--- src/rtl/peak_track_pkg.sv ---
package peak_track_pkg;

  typedef enum logic [1:0] {
    VIEW_LIVE = 2'd0,
    VIEW_P    = 2'd1,
    VIEW_N    = 2'd2
  } view_e;

  typedef enum logic {
    TRK_MAX = 1'b0,
    TRK_MIN = 1'b1
  } trk_e;

  localparam logic [2:0] CMD_SEED_MAX = 3'b000;
  localparam logic [2:0] CMD_CAP_P    = 3'b001;
  localparam logic [2:0] CMD_CAP_N    = 3'b010;
  localparam logic [2:0] CMD_SEED_MIN = 3'b101;

endpackage

--- src/rtl/peak_cmd_decode.sv ---
module peak_cmd_decode (
  input  logic [2:0] cmd,
  input  logic       sample,
  output logic       seed_max,
  output logic       seed_min,
  output logic       cap_p,
  output logic       cap_n,
  output logic       upd
);
  import peak_track_pkg::*;

  always_comb begin
    seed_max = 1'b0;
    seed_min = 1'b0;
    cap_p    = 1'b0;
    cap_n    = 1'b0;
    unique case (cmd)
      CMD_SEED_MAX: seed_max = 1'b1;
      CMD_SEED_MIN: seed_min = 1'b1;
      CMD_CAP_P:    cap_p    = 1'b1;
      CMD_CAP_N:    cap_n    = 1'b1;
      default: ;
    endcase
  end

  // only capture commands let a strobe through
  assign upd = sample & (cap_p | cap_n);

endmodule

--- src/rtl/peak_tracker.sv ---
module peak_tracker #(
  parameter int CNT_W = 5
) (
  input  logic             clk,
  input  logic             rst_n,
  input  logic             seed_max,
  input  logic             seed_min,
  input  logic             upd,
  input  logic [CNT_W-1:0] sel_val,
  output logic [CNT_W-1:0] peak_q,
  output logic             min_mode
);
  import peak_track_pkg::*;

  localparam logic [CNT_W-1:0] SEED_LO = '0;
  localparam logic [CNT_W-1:0] SEED_HI = '1;

  trk_e mode_q;
  logic better;

  assign better   = (mode_q == TRK_MIN) ? (sel_val < peak_q) : (sel_val > peak_q);
  assign min_mode = (mode_q == TRK_MIN);

  always_ff @(posedge clk or negedge rst_n) begin
    if (!rst_n) begin
      peak_q <= SEED_LO;
      mode_q <= TRK_MAX;
    end else if (seed_max) begin
      peak_q <= SEED_LO;
      mode_q <= TRK_MAX;
    end else if (seed_min) begin
      peak_q <= SEED_HI;
      mode_q <= TRK_MIN;
    end else if (upd && better) begin
      peak_q <= sel_val;
    end
  end

  AST_SEED_MAX: assert property (@(posedge clk) disable iff (!rst_n)
    seed_max |=> (peak_q == SEED_LO) && !min_mode);

  AST_SEED_MIN: assert property (@(posedge clk) disable iff (!rst_n)
    seed_min |=> (peak_q == SEED_HI) && min_mode);

  AST_MAX_NONDEC: assert property (@(posedge clk) disable iff (!rst_n)
    (upd && !min_mode && !seed_max && !seed_min) |=> peak_q >= $past(peak_q));

  AST_MIN_NONINC: assert property (@(posedge clk) disable iff (!rst_n)
    (upd && min_mode && !seed_max && !seed_min) |=> peak_q <= $past(peak_q));

  AST_HOLD_IDLE: assert property (@(posedge clk) disable iff (!rst_n)
    (!upd && !seed_max && !seed_min) |=> $stable(peak_q) && $stable(min_mode));

endmodule

--- src/rtl/peak_readback.sv ---
module peak_readback #(
  parameter int CNT_W = 5,
  parameter int RD_W  = 8
) (
  input  logic             clk,
  input  logic             rst_n,
  input  logic             seed_max,
  input  logic             seed_min,
  input  logic             cap_p,
  input  logic             cap_n,
  input  logic [CNT_W-1:0] cnt_p,
  input  logic [CNT_W-1:0] cnt_n,
  input  logic [CNT_W-1:0] peak,
  output logic [RD_W-1:0]  rd_p,
  output logic [RD_W-1:0]  rd_n
);
  import peak_track_pkg::*;

  localparam int PAD_W = RD_W - CNT_W;

  view_e view_q;
  logic [1:0][CNT_W-1:0] live;
  logic [1:0][RD_W-1:0]  rd;

  always_ff @(posedge clk or negedge rst_n) begin
    if (!rst_n)                  view_q <= VIEW_LIVE;
    else if (seed_max || seed_min) view_q <= VIEW_LIVE;
    else if (cap_p)              view_q <= VIEW_P;
    else if (cap_n)              view_q <= VIEW_N;
  end

  assign live[0] = cnt_p;
  assign live[1] = cnt_n;

  for (genvar ch = 0; ch < 2; ch++) begin : g_view
    localparam view_e CH_VIEW = (ch == 0) ? VIEW_P : VIEW_N;
    assign rd[ch] = (view_q == CH_VIEW) ? {{PAD_W{1'b0}}, peak}
                                        : {{PAD_W{1'b0}}, live[ch]};
  end

  assign rd_p = rd[0];
  assign rd_n = rd[1];

  AST_VIEW_P: assert property (@(posedge clk) disable iff (!rst_n)
    cap_p |=> view_q == VIEW_P);

  AST_VIEW_N: assert property (@(posedge clk) disable iff (!rst_n)
    cap_n |=> view_q == VIEW_N);

  AST_VIEW_HOLD: assert property (@(posedge clk) disable iff (!rst_n)
    !(seed_max || seed_min || cap_p || cap_n) |=> $stable(view_q));

endmodule

--- src/rtl/peak_track_top.sv ---
module peak_track_top #(
  parameter int CNT_W = 5,
  parameter int RD_W  = 8
) (
  input  logic             clk,
  input  logic             rst_n,
  input  logic [CNT_W-1:0] cnt_p,
  input  logic [CNT_W-1:0] cnt_n,
  input  logic             sample,
  input  logic [2:0]       cmd,
  output logic [RD_W-1:0]  rd_p,
  output logic [RD_W-1:0]  rd_n
);

  logic seed_max, seed_min, cap_p, cap_n, upd, min_mode;
  logic [CNT_W-1:0] sel_val, peak;

  peak_cmd_decode u_dec (
    .cmd(cmd), .sample(sample),
    .seed_max(seed_max), .seed_min(seed_min),
    .cap_p(cap_p), .cap_n(cap_n), .upd(upd)
  );

  assign sel_val = cap_n ? cnt_n : cnt_p;

  peak_tracker #(.CNT_W(CNT_W)) u_trk (
    .clk(clk), .rst_n(rst_n),
    .seed_max(seed_max), .seed_min(seed_min), .upd(upd),
    .sel_val(sel_val), .peak_q(peak), .min_mode(min_mode)
  );

  peak_readback #(.CNT_W(CNT_W), .RD_W(RD_W)) u_rb (
    .clk(clk), .rst_n(rst_n),
    .seed_max(seed_max), .seed_min(seed_min),
    .cap_p(cap_p), .cap_n(cap_n),
    .cnt_p(cnt_p), .cnt_n(cnt_n), .peak(peak),
    .rd_p(rd_p), .rd_n(rd_n)
  );

  AST_UPPER_P: assert property (@(posedge clk) disable iff (!rst_n)
    rd_p[RD_W-1:CNT_W] == '0);

  AST_UPPER_N: assert property (@(posedge clk) disable iff (!rst_n)
    rd_n[RD_W-1:CNT_W] == '0);

  AST_SEED_WINS: assert property (@(posedge clk) disable iff (!rst_n)
    (seed_min && sample) |=> (peak == '1) && min_mode);

endmodule

--- config.mk ---
export PLATFORM = sky130hd
export DESIGN_NAME = peak_track_top
export DESIGN_NICKNAME = d
export VERILOG_FILES = /design/src/rtl/peak_track_pkg.sv /design/src/rtl/peak_cmd_decode.sv /design/src/rtl/peak_tracker.sv /design/src/rtl/peak_readback.sv /design/src/rtl/peak_track_top.sv
export SDC_FILE = /design/constraint.sdc
export NUM_CORES = 1
export LEC_CHECK = 0
export ABC_AREA = 1
export BUFFER_PORTS_ARGS = -buffer_cell sky130_fd_sc_hd__buf_2
export CELL_PAD_IN_SITES_DETAIL_PLACEMENT = 1
export CELL_PAD_IN_SITES_GLOBAL_PLACEMENT = 1
export CORE_AREA = 3 3 55 57
export DETAILED_ROUTE_END_ITERATION = 12
export DIE_AREA = 0 0 58 60
export PLACE_DENSITY = 0.81
export SLEW_MARGIN = 20
export SYNTH_ARGS = -nofsm -noshare
export SYNTH_HDL_FRONTEND = slang
export SYNTH_SLANG_ARGS = --single-unit
--- constraint.sdc ---
create_clock -name clk -period 1.6 [get_ports clk]
set_input_delay 0.24 -clock clk [delete_from_list [all_inputs] [get_ports clk]]
set_output_delay 0.24 -clock clk [all_outputs]
set_load 0.03 [all_outputs]
==> reports/qor.yml <==
cts:
  insertion_delay_ps: 250
  cts_root_buf: "sky130_fd_sc_hd__clkbuf_4"
  clkTransAtPathRegs_ps: 50
  tritoncts: "done"
  clock_path_buffers: 2
  htree_levels: 1
  cts_buffers: 3
  clkSinkCount: 8
sta:
  fmax_mhz: 574
  finalHoldWorstSlack_ps: 351
  setup_viol: 5
  layout_min_cycle_time_ps: 1740
  rsz0062_at_grt: "yes"
  maxSlewViolCount: 0
  fin_ws_ps: -143
  final.setup.tns_ps: -641
  final_hold_violating_endpoints: 0
  layout_worst_path_cycle_share: 1.09
  timing.clock.skew_ps: 0.763
job:
  maxCapViolations: 0
power:
  power_uw: 1070
  vdd.ir_drop.worst_mv: 0.530
  power_density_nw_per_um2: 826
  power.clock.fraction: 0.143
  switchingPower_uw: 507
  power.switching_fraction: 0.473
  p_int_uw: 564
  static-leakage-power_uw: 0.000709
  comb_power_share: 0.604
  share_seq_of_total_power: 0.253
critical_path:
  path_common_cell: "sky130_fd_sc_hd__nand2_2"
  startpoint_type: "input port"
  regToRegStartpoint: "u_trk.peak_q[2]"
  critical-path-max-stage-delay_ps: 260
  reg2reg_depth: 12
  r2r_end: "u_trk.peak_q[0]"
  timing.critical_path.required_ps: 1730
  timing.critical_path.cells: "buf_8 -> nor2_4 -> nand2_4 -> nand2_2 -> nand2_2 -> ha_4 -> nand2_2 -> nand2_2 -> nand2_2 -> nand3_4 -> nand2_2 -> nand2_2 -> nand2_4 -> nand2_4 -> nand2_1 -> nand2_1"
  cp-end-kind: "flip-flop"
  critPathLaunch: "cmd[0]"
  rrSetupSlack_ps: -70
  timing.critical_path.arrival_ps: 1880
  criticalPathCategory: "input port to flip-flop"
  crit_slowest_cell: "sky130_fd_sc_hd__ha_4"
  worst-path-max-fanout: 6
synthesis:
  yosysSeqAreaShare: 0.243
  warnings_synthesis: 0
  syn_inst: 128
  synthesis.area_um2: 823
  yosysUniqueCellTypes: 19
  ys_seq_elements: 8
  synthTopCellsByArea: "sky130_fd_sc_hd__dfrtp_1, sky130_fd_sc_hd__nand2_1, sky130_fd_sc_hd__o21ai_0"
  yosysTopAreaCellShare: 0.243
  avgSynthCellArea_um2: 6.43
  netlist.top_cell.by_area: "sky130_fd_sc_hd__dfrtp_1"
run_status:
  status: "finished with violations"
  failed_checks: "negative setup slack"
drt:
  drt-wirelength-per-cell_um: 17.7
  average_vias_per_placed_instance: 5.20
  num_vias: 1035
  finalWirelength_mm: 3.53
  final_antenna_net_count: 0
  drt_iter0_markers: 38
  drc: 0
  drt-pass1-iter-count: 4
floorplanning:
  floorplan.die_area_um2: 3480
  core_um2: 2520
  initial_utilization: 0.326
  core.rowCount: 18
  dieHeight_um: 60
  floorplan.io_pins: 32
  die_width_um: 58
placement:
  place_ws_ps: -350
  place_hpwl_mm: 2.25
  place.detailed.instances: 190
  routabilityCongestion: 0.796
  place.port_buffers: 25
grt:
  globalRouteOverflowTotal: 0
  grt_pass1_vias: 1087
  grt_start_max_net_pins: 11
  antenna_found_initial: 0
  grt_pass1_wl_mm: 4.66
  grtUsageTotal: 0.179
finish:
  fin_nets: 192
  layout_commonest_cell: "sky130_fd_sc_hd__nand2_1"
  syn_to_final_growth_pct: 57.4
  instances_no_fill: 199
  antenna-diode-count: 0
  layout_common_cells: "sky130_fd_sc_hd__nand2_1, sky130_fd_sc_hd__inv_1, sky130_fd_sc_hd__nand2_2, sky130_fd_sc_hd__buf_4, sky130_fd_sc_hd__buf_2"
  post_route_cells_drive_above_1_share: 0.491
min_path:
  min-delay-path-class: "input port to asynchronous set/reset pin"
power groups by stage:
| stage | sequential (µW) | combinational (µW) | clock, µW |
|---|---|---|---|
| 2_1_floorplan | 256 | 329 | 0 |
| 3_3_place_gp | 263 | 442 | 0 |
| 3_5_place_dp | 266 | 457 | 0 |
| 4_1_cts | 265 | 509 | 156 |
| 5_1_grt | 273 | 699 | 169 |
| 6_report | 271 | 647 | 153 |
per-layer routing:
layer	up-vias	wire length, µm	share of wire	global-route usage
met4	0	172	0.049	0.126
li1	476	-	-	-
met3	18	105	0.030	0.0259
met1	503	1300	0.37	0.175
met5	-	0	0	0
met2	38	1950	0.55	0.344
sequential cells by signal, indices dropped and copies added (netlist names):
register        flops
u_trk.min_mode      1
u_rb.view_q         2
u_trk.peak_q        5
Yosys cell counts:
| cell type | n |
|---|---|
| sky130_fd_sc_hd__a211oi_1 | 1 |
| sky130_fd_sc_hd__a21oi_1 | 1 |
| sky130_fd_sc_hd__a21oi_2 | 1 |
| sky130_fd_sc_hd__buf_4 | 7 |
| sky130_fd_sc_hd__conb_1 | 1 |
| sky130_fd_sc_hd__dfrtp_1 | 8 |
| sky130_fd_sc_hd__ha_1 | 5 |
| sky130_fd_sc_hd__inv_1 | 21 |
| sky130_fd_sc_hd__inv_2 | 1 |
| sky130_fd_sc_hd__nand2_1 | 43 |
| sky130_fd_sc_hd__nand2_2 | 3 |
| sky130_fd_sc_hd__nand2_4 | 3 |
| sky130_fd_sc_hd__nand3_1 | 10 |
| sky130_fd_sc_hd__nor2_1 | 2 |
| sky130_fd_sc_hd__nor2_4 | 1 |
| sky130_fd_sc_hd__nor2_8 | 1 |
| sky130_fd_sc_hd__o21ai_0 | 16 |
| sky130_fd_sc_hd__o21ai_1 | 2 |
| sky130_fd_sc_hd__o31ai_1 | 1 |
per-stage QoR:
| step | utilization | instance area (µm²) |
|---|---|---|
| 4_1_cts | 0.471 | 1190 |
| 3_3_place_gp | 0.415 | 1050 |
| 6_report | 0.514 | 1300 |
| 2_1_floorplan | - | 868 |
| 5_1_grt | 0.514 | 1300 |
| 3_5_place_dp | 0.415 | 1050 |
cell families after synthesis:
group           count (synthesis)  synth area share
other cells                     1           0.00455
flops                           8             0.243
compound gates                 22             0.144
fa+ha+maj                       5            0.0760
simple gates                   63             0.368
buf+inv                        29             0.164
how the worst max path moves through the flow:
stage	slack, ps	end	depth (start not counted)
2_1_floorplan	-40	u_trk.peak_q[0]	14
3_3_place_gp	-260	u_trk.peak_q[3]	15
3_5_place_dp	-350	u_trk.peak_q[3]	15
4_1_cts	-80	u_trk.peak_q[2]	16
5_1_grt	-240	u_trk.peak_q[0]	16
6_report	-140	u_trk.peak_q[0]	16
critical path, delay by kind of cell:
family,cells,cell delay (ps)
adder cells (fa/ha/maj),1,260
buffers and inverters,1,100
AND/OR/NAND/NOR,14,1270
layout make-up:
type	count	area, µm²
Clock buffer	3	22.5
Fill cell	328	1230
Tap cell	30	37.5
Timing Repair Buffer	40	279
Inverter	22	82.6
Multi-Input combinational cell	96	674
Sequential cell	8	200
timing repair:
action	in CTS	in global routing
hold buffers	1	0
setup buffers	3	2
hold endpoints to repair	8	0
gates resized for setup	21	29
setup endpoints to repair	6	11
pin swaps	16	19
Note: power is estimated with default switching activity, not from simulation.
